## src/rtl/ssfault_pkg.sv

```systemverilog
package ssfault_pkg;

    typedef enum logic [2:0] {
        ST_OFF     = 3'd0,
        ST_SOFT    = 3'd1,
        ST_RUN     = 3'd2,
        ST_UVLATCH = 3'd3,
        ST_OTWAIT  = 3'd4
    } sup_state_t;

    // filtered voltage flags, one bit each
    typedef struct packed {
        logic ss;
        logic win;
        logic ov;
        logic uv;
    } vflags_t;

    localparam int NUM_VFLAGS = 4;

    // number of clock samples covering the filter time, at least one
    function automatic int filt_len(input int filter_ns, input int clk_ns);
        int n;
        n = (filter_ns + clk_ns - 1) / clk_ns;
        return (n < 1) ? 1 : n;
    endfunction

    function automatic logic is_active(input sup_state_t s);
        return (s == ST_SOFT) || (s == ST_RUN);
    endfunction

endpackage

```

## src/rtl/ssfault_qual.sv

```systemverilog
module ssfault_qual #(
    parameter int N = 4
) (
    input  logic clk,
    input  logic rst,
    input  logic clr,
    input  logic raw,
    output logic filt
);
    localparam int CW = $clog2(N + 1);
    localparam logic [CW-1:0] LAST = CW'(N - 1);

    logic [CW-1:0] cnt;

    always_ff @(posedge clk) begin
        if (rst || clr) begin
            filt <= 1'b0;
            cnt  <= '0;
        end else if (raw == filt) begin
            cnt <= '0;
        end else if (cnt == LAST) begin
            filt <= raw;
            cnt  <= '0;
        end else begin
            cnt <= cnt + 1'b1;
        end
    end

endmodule

```

## src/rtl/ssfault_fsm.sv

```systemverilog
module ssfault_fsm
    import ssfault_pkg::*;
(
    input  logic       clk,
    input  logic       rst,
    input  logic       en,
    input  logic       vcc_ok,
    input  logic       die_hot,
    input  logic       die_cool,
    input  logic       ss_f,
    input  logic       uv_f,
    output sup_state_t state
);
    sup_state_t nxt;

    always_comb begin
        nxt = state;
        unique case (state)
            ST_OFF: begin
                if (en && !die_hot) nxt = ST_SOFT;
            end
            ST_SOFT: begin
                if (!en)          nxt = ST_OFF;
                else if (die_hot) nxt = ST_OTWAIT;
                else if (ss_f)    nxt = ST_RUN;
            end
            ST_RUN: begin
                if (!en)          nxt = ST_OFF;
                else if (die_hot) nxt = ST_OTWAIT;
                else if (uv_f)    nxt = ST_UVLATCH;
            end
            ST_UVLATCH: begin
                if (!en) nxt = ST_OFF;
            end
            ST_OTWAIT: begin
                if (die_cool) nxt = ST_OFF;
            end
            default: nxt = ST_OFF;
        endcase
        // supply loss overrides everything: power-on reset
        if (!vcc_ok) nxt = ST_OFF;
    end

    always_ff @(posedge clk) begin
        if (rst) state <= ST_OFF;
        else     state <= nxt;
    end

endmodule

```

## src/rtl/ssfault_sup.sv

```systemverilog
module ssfault_sup
    import ssfault_pkg::*;
#(
    parameter int CLK_NS    = 5,
    parameter int FILTER_NS = 2000
) (
    input  logic clk,
    input  logic rst,
    input  logic en,
    input  logic vcc_ok,
    input  logic ss_hi,
    input  logic out_in_win,
    input  logic out_over,
    input  logic out_under,
    input  logic die_hot,
    input  logic die_cool,
    output logic chip_enable,
    output logic ss_done,
    output logic pgood,
    output logic force_ldrv,
    output logic fault_uv,
    output logic fault_ot
);
    localparam int FILT_N = filt_len(FILTER_NS, CLK_NS);

    sup_state_t state;
    vflags_t    raw_v, filt_v, clr_v;
    logic       active;

    assign active = is_active(state);

    assign raw_v = '{ss: ss_hi, win: out_in_win, ov: out_over, uv: out_under};
    // only the soft-start qualifier restarts with the converter
    assign clr_v = '{ss: !active, win: 1'b0, ov: 1'b0, uv: 1'b0};

    for (genvar i = 0; i < NUM_VFLAGS; i++) begin : g_qual
        ssfault_qual #(.N(FILT_N)) u_qual (
            .clk  (clk),
            .rst  (rst),
            .clr  (clr_v[i]),
            .raw  (raw_v[i]),
            .filt (filt_v[i])
        );
    end

    ssfault_fsm u_fsm (
        .clk      (clk),
        .rst      (rst),
        .en       (en),
        .vcc_ok   (vcc_ok),
        .die_hot  (die_hot),
        .die_cool (die_cool),
        .ss_f     (filt_v.ss),
        .uv_f     (filt_v.uv),
        .state    (state)
    );

    assign chip_enable = active;
    assign ss_done     = (state == ST_RUN);
    assign pgood       = ss_done && filt_v.win;
    assign force_ldrv  = active && filt_v.ov;
    assign fault_uv    = (state == ST_UVLATCH);
    assign fault_ot    = (state == ST_OTWAIT);

endmodule

```

## config.mk

```make
export PLATFORM = sky130hd
export DESIGN_NAME = ssfault_sup
export DESIGN_NICKNAME = d
export VERILOG_FILES = /design/src/rtl/ssfault_pkg.sv /design/src/rtl/ssfault_qual.sv /design/src/rtl/ssfault_fsm.sv /design/src/rtl/ssfault_sup.sv
export SDC_FILE = /design/constraint.sdc
export NUM_CORES = 1
export LEC_CHECK = 0
export BUFFER_PORTS_ARGS = -buffer_cell sky130_fd_sc_hd__buf_2
export CAP_MARGIN = 15
export CORE_AREA = 2 2 53 75
export CTS_CLUSTER_SIZE = 12
export DETAILED_ROUTE_END_ITERATION = 10
export DIE_AREA = 0 0 55 77
export PLACE_DENSITY = 0.77
export SYNTH_ARGS = -nofsm -noshare
export SYNTH_HDL_FRONTEND = slang
export SYNTH_SLANG_ARGS = --single-unit
```

## constraint.sdc

```tcl
create_clock -name clk -period 2.1 [get_ports clk]
set_clock_uncertainty 0.15 [all_clocks]
set_input_delay 0.105 -clock clk [delete_from_list [all_inputs] [get_ports clk]]
set_output_delay 0.105 -clock clk [all_outputs]
set_load 0.01 [all_outputs]
```

Yosys cells after proc, flatten, opt, wreduce, memory -nomap -nowiden
Cells that the tools add are included.

Equal/unequal tests: 17. Divide/modulo/power cells: 0. Bitwise logic cells: 5. $lt $le $gt $ge: 0. Reduce and logical (&&, ||, !) cells: 18. Mux-type cells: 10. Multiply operators: 0. Shift-type cells: 0. Add/sub/neg operators: 4.

Operators with widths (count): 9-bit by 1-bit adder with 9-bit output, second input constant (4); 9-bit == test, second input constant (4); 3-bit two-way mux (9); 3-bit one-hot mux with 5 select lines (1); 3-bit OR reduction (4); 4-bit by 3-bit != test with 1-bit output, second input constant (2); 2-bit AND reduction (4); 3-bit by 2-bit == test with 1-bit output, second input constant (2); 1-bit NOT (5); 5-bit AND reduction (1); 1-bit == test (4); 2-bit != test, second input constant (2); 3-bit by 1-bit == test with 1-bit output, second input constant (1); 3-bit == test, second input constant (1); 1-bit logical AND (3); 3-bit zero test (1); 1-bit zero test (2); 1-bit logical OR (2); 2-bit by 1-bit != test with 1-bit output, second input constant (1); 2-bit OR reduction (1).

Flip-flop bits (word level): 43. Bits in latches: 0. Bits in read-only memories: 0. Memories: 0. RAM bits: 0. Input port bits: 10.

Logic depth before layout (Yosys ltp)
Depth after elaboration: 5. Mapped depth: 4.

Modules after synthesis
Synthesis repeated with hierarchy kept, for this count alone.

Cells, all modules: 233. Area total of the unflattened synthesis: 2165.8 µm².

Modules (own cells, without submodules): ssfault_qual (instances 4, cells each 50, sequential area each 200.2 µm², area an instance 469.2 µm²); ssfault_fsm (instances 1, cells each 24, sequential area each 60.1 µm², area an instance 222.7 µm²); ssfault_sup (instances 1, cells each 9, sequential area each 0.0 µm², area an instance 66.3 µm²).

Worst setup path after synthesis
Ideal clock, no wire load.

Path type: register to register. From: register g_qual[3].u_qual.cnt[0]. To: register g_qual[3].u_qual.filt. Buffers on the path: 0. Setup slack: 0.524 ns. Data required time: 1.878 ns. Data arrival time: 1.354 ns. Stages on the path, launching flop included: 5. Cell sequence: dfxtp_1 ha_1 nand3_1 nor3_1 mux2i_1.

Word-level cells in the longest chain between the ends: 2.

RTL lines: from (decl) (line ssfault_qual.sv:13) `logic [CW-1:0] cnt;`; from (signal assigned) (line ssfault_qual.sv:25) `cnt <= cnt + 1'b1;`; 9-bit == test (line ssfault_qual.sv:21) `end else if (cnt == LAST) begin`; 2-bit AND reduction (no line); to (signal assigned) (line ssfault_qual.sv:22) `filt <= raw;`; to (decl) (line ssfault_qual.sv:8) `output logic filt`.

No other way between the ends. A chain may end at the register's enable or synchronous reset.

Worst setup path after layout
From: register u_fsm.state[0]. To: register u_fsm.state[2].

Word-level cells in the longest chain between the ends: 3.

RTL lines: from (decl) (line ssfault_fsm.sv:12) `output sup_state_t state`; from (signal assigned) (line ssfault_fsm.sv:46) `else state <= nxt;`; 3-bit by 1-bit == test with 1-bit output (tied with other cells) (line ssfault_fsm.sv:18) `unique case (state)`; 4-bit by 3-bit != test with 1-bit output (no line) (tied with other cells); 5-bit AND reduction (no line).

Parallel ways exist; a longest one is shown, timed or not.

==> metrics.txt <==
CTS tree built; number of remaining DRC errors 0; first-pass GRT wire length 6850 um; WL per Instance 13.2 um; CP delay by family, top buffers and inverters; Placement Setup Slack 0.397 ns; leading cell type in the layout, fill and taps excluded dfxtp_1; HP Class in2reg; HPWL after DPL 2910 um; PwrDens 625 mW/mm^2; Core ar. 0.00358 sq mm; Syn Std Cell Area 0.00204 sq mm; Mean Syn Cell Area 8.85 sq um; Distinct cells, synth 44; cells along the critical path xor2_2 -> nand4_1 -> a21oi_1 -> dlygate4sd3_1; vias in the first global route 1642; Setup TNS 0 ns; Die Span Y 77 um; fin crit period 1.91 ns; status finished, final reports clean; DP Area 0.00219 sq mm; xor/xnor cell area share of the yosys netlist 0.0508; via count 1763; worst setup path class reg2reg; worst path arrival time 2.00 ns; VDD IR max 0.812 mV; Skew-Pair Late Insertion Delay 0.29 ns; Syn Nets 245; Static Leak 0.796 nW; total of max-cap violations 0; Compound-Gate Fraction of Synth Area 0.163; largest family of logic cells by synthesized area simple AND/OR/NAND/NOR gates; clk slew on worst S/H paths 0.08 ns; largest net degree at the start of global routing 13; Crit path buffers/inverters 1; Synth Area in Simple Gates 0.297; nets@finish 279; antenna viol nets, final 0; post-synthesis mux area share 0.0202; combinational share of power 0.038; sequential share of the synthesized area 0.421; gpl congestion 0.801; setup slack, reg-to-reg 0.19 ns; Sw Share 0.202; Die ar. 0.00424 sq mm; Slew @ Worst Pin 0.488 ns; CP required 2.18 ns; Clk Tree Root Cell clkbuf_8; element type at the critical path start flip-flop; Vias/cell 5.74; fin. max-slew vios 0; number of antenna violations at the first check in global routing 0; Ys Warns 0; synthesized netlist cell count 231; P&R area growth vs syn 17.3%; fin worst setup slack 0.185 ns; Critical-path top delay cell dlygate4sd3_1; H-tree depth 2; I/O pins 16; Num Clock Sinks 43; most frequent cells in the layout dfxtp_1, nand2_1, o21ai_0; Inserted Clock Buffers 5; die width 55 um; Post-Synth Adder-Cell Area 0.0245; fmax 522 MHz; Pre-Repair DR Iteration Count 4; Power Internal 1.20 mW; Net Sw Power 0.302 mW; final setup fails 0; Clock Path Buffers 2; layout cells sized above 1 0.128; Antenna diodes 0; clock group share of total power 0.411; sequential share of power 0.551; RSZ-0062 raised after global routing no; Crit Path Max Fanout 7; Port Buffers 15; gr usage total 0.212; # rows 26; Tcrit/Tclk final 0.912; 1st-iter DRT viols 34; Final Cell Area 0.00240 sq mm; Largest stage delay, worst path 0.57 ns; Overflow after GRT 0; Final Hold Vio Count 0; final core area utilization 0.670; post-synthesis register bit count 43; Max-slew headroom 0.673; total power 1.50 mW; initial core utilization 0.571; drt total wl 4040 um; CP Capture Type flip-flop
## registers in the layout, indices dropped and copies added, names as in the netlist
signal / cells
g_qual.u_qual.filt: 4
g_qual.u_qual.cnt: 36
u_fsm.state: 3
## tightest hold or removal path, stage by stage
cell	delay, ns
buf_2	0.11
inv_1	0.06
a31oi_1	0.14
a211oi_1	0.06
## cells in the mapped netlist, drive strengths merged
library cell  number  area, sq um
o211ai             2         15.0
a211o              1         8.76
a211oi             7         52.6
nor3               8         40.0
nand3b             2         15.0
a2111oi            2         17.5
nor2               9         33.8
o31ai              1         7.51
o22ai              1         6.26
buf                1         3.75
o21ba              1         10.0
nand4             11         83.8
a311o              1         10.0
inv               12         45.0
a221oi             1         8.76
nor4b              2         23.8
a31oi              4         25.0
a21oi             13         65.1
nand3             11         55.1
nor2b              2         12.5
a311oi             1         8.76
or4b               1         13.8
and3               2         12.5
o311ai             1         8.76
mux2i              3         30.0
xor2               7         68.8
nand4bb            2         22.5
a31o               1         8.76
ha                 4         50.1
nor3b              6         56.3
nand4b             1         8.76
dfxtp             43          861
mux2               1         11.3
nand2b             3         18.8
or3               16          101
xnor2              4         35.0
o21ai             16         80.1
nand2             24         90.1
and2               3         18.8
## power by group through the flow
stage / clock (mW) / sequential, mW / combinational (mW)
2_1_floorplan: 0 / 0.844 / 0.0265
4_1_cts: 0.625 / 0.826 / 0.0552
3_3_place_gp: 0 / 0.845 / 0.0438
5_1_grt: 0.666 / 0.827 / 0.0642
6_report: 0.615 / 0.826 / 0.0573
3_5_place_dp: 0 / 0.845 / 0.0442
## repair_timing
action / in CTS / in global routing
gates resized for setup: 0 / 1
hold buffers: 9 / 1
buffers inserted: 0 / 0
setup endpoints to repair: 0 / 1
hold endpoints to repair: 6 / 1
## cells by family (layout without fill, tap and decap cells)
logic type                 after synthesis  after routing
AOI/OAI and AO/OA                       53             53
xor gates and xnor gates                11             11
adders and majority gates                4              4
buffers and inverters                   13             47
DFF                                     43             43
muxes                                    4              4
and+or+nand+nor                        103            103
## final cells by class
cell class / instances / area (sq um)
tap: 42 / 52.6
timing repair buffer: 28 / 198
fill: 289 / 1180
clock inverter: 1 / 30.0
inverter: 12 / 48.8
clock buffer: 6 / 72.6
sequential: 43 / 861
multi-input combinational: 175 / 1130
## per-stage QoR
stage / hold WS (ns) / instances
finish: 0.0949 / 307
global route: 0.110 / 307
CTS: 0.00231 / 306
detailed placement: 0.134 / 290
global placement: 0.144 / 290
floorplan: 0.0241 / 231
## final timing paths
kind	startpoint	end	cells after the start
setup reg to reg	u_fsm.state[0]$_SDFFE_PP0P_	u_fsm.state[2]$_SDFFE_PP0P_	4
hold / removal	die_hot	u_fsm.state[0]$_SDFFE_PP0P_	4
hold reg to reg	g_qual[0].u_qual.cnt[0]$_SDFF_PP0_	g_qual[0].u_qual.cnt[0]$_SDFF_PP0_	1
setup / recovery	u_fsm.state[0]$_SDFFE_PP0P_	u_fsm.state[2]$_SDFFE_PP0P_	4
## metal layers
metal / track usage / share of wire / up-vias
met5: 0 / 0 / -
met4: 0.0439 / 0.0072 / 0
met3: 0.0525 / 0.027 / 4
met2: 0.363 / 0.51 / 18
met1: 0.258 / 0.45 / 810
li1: - / - / 931
(Power assumes the default switching activity.)
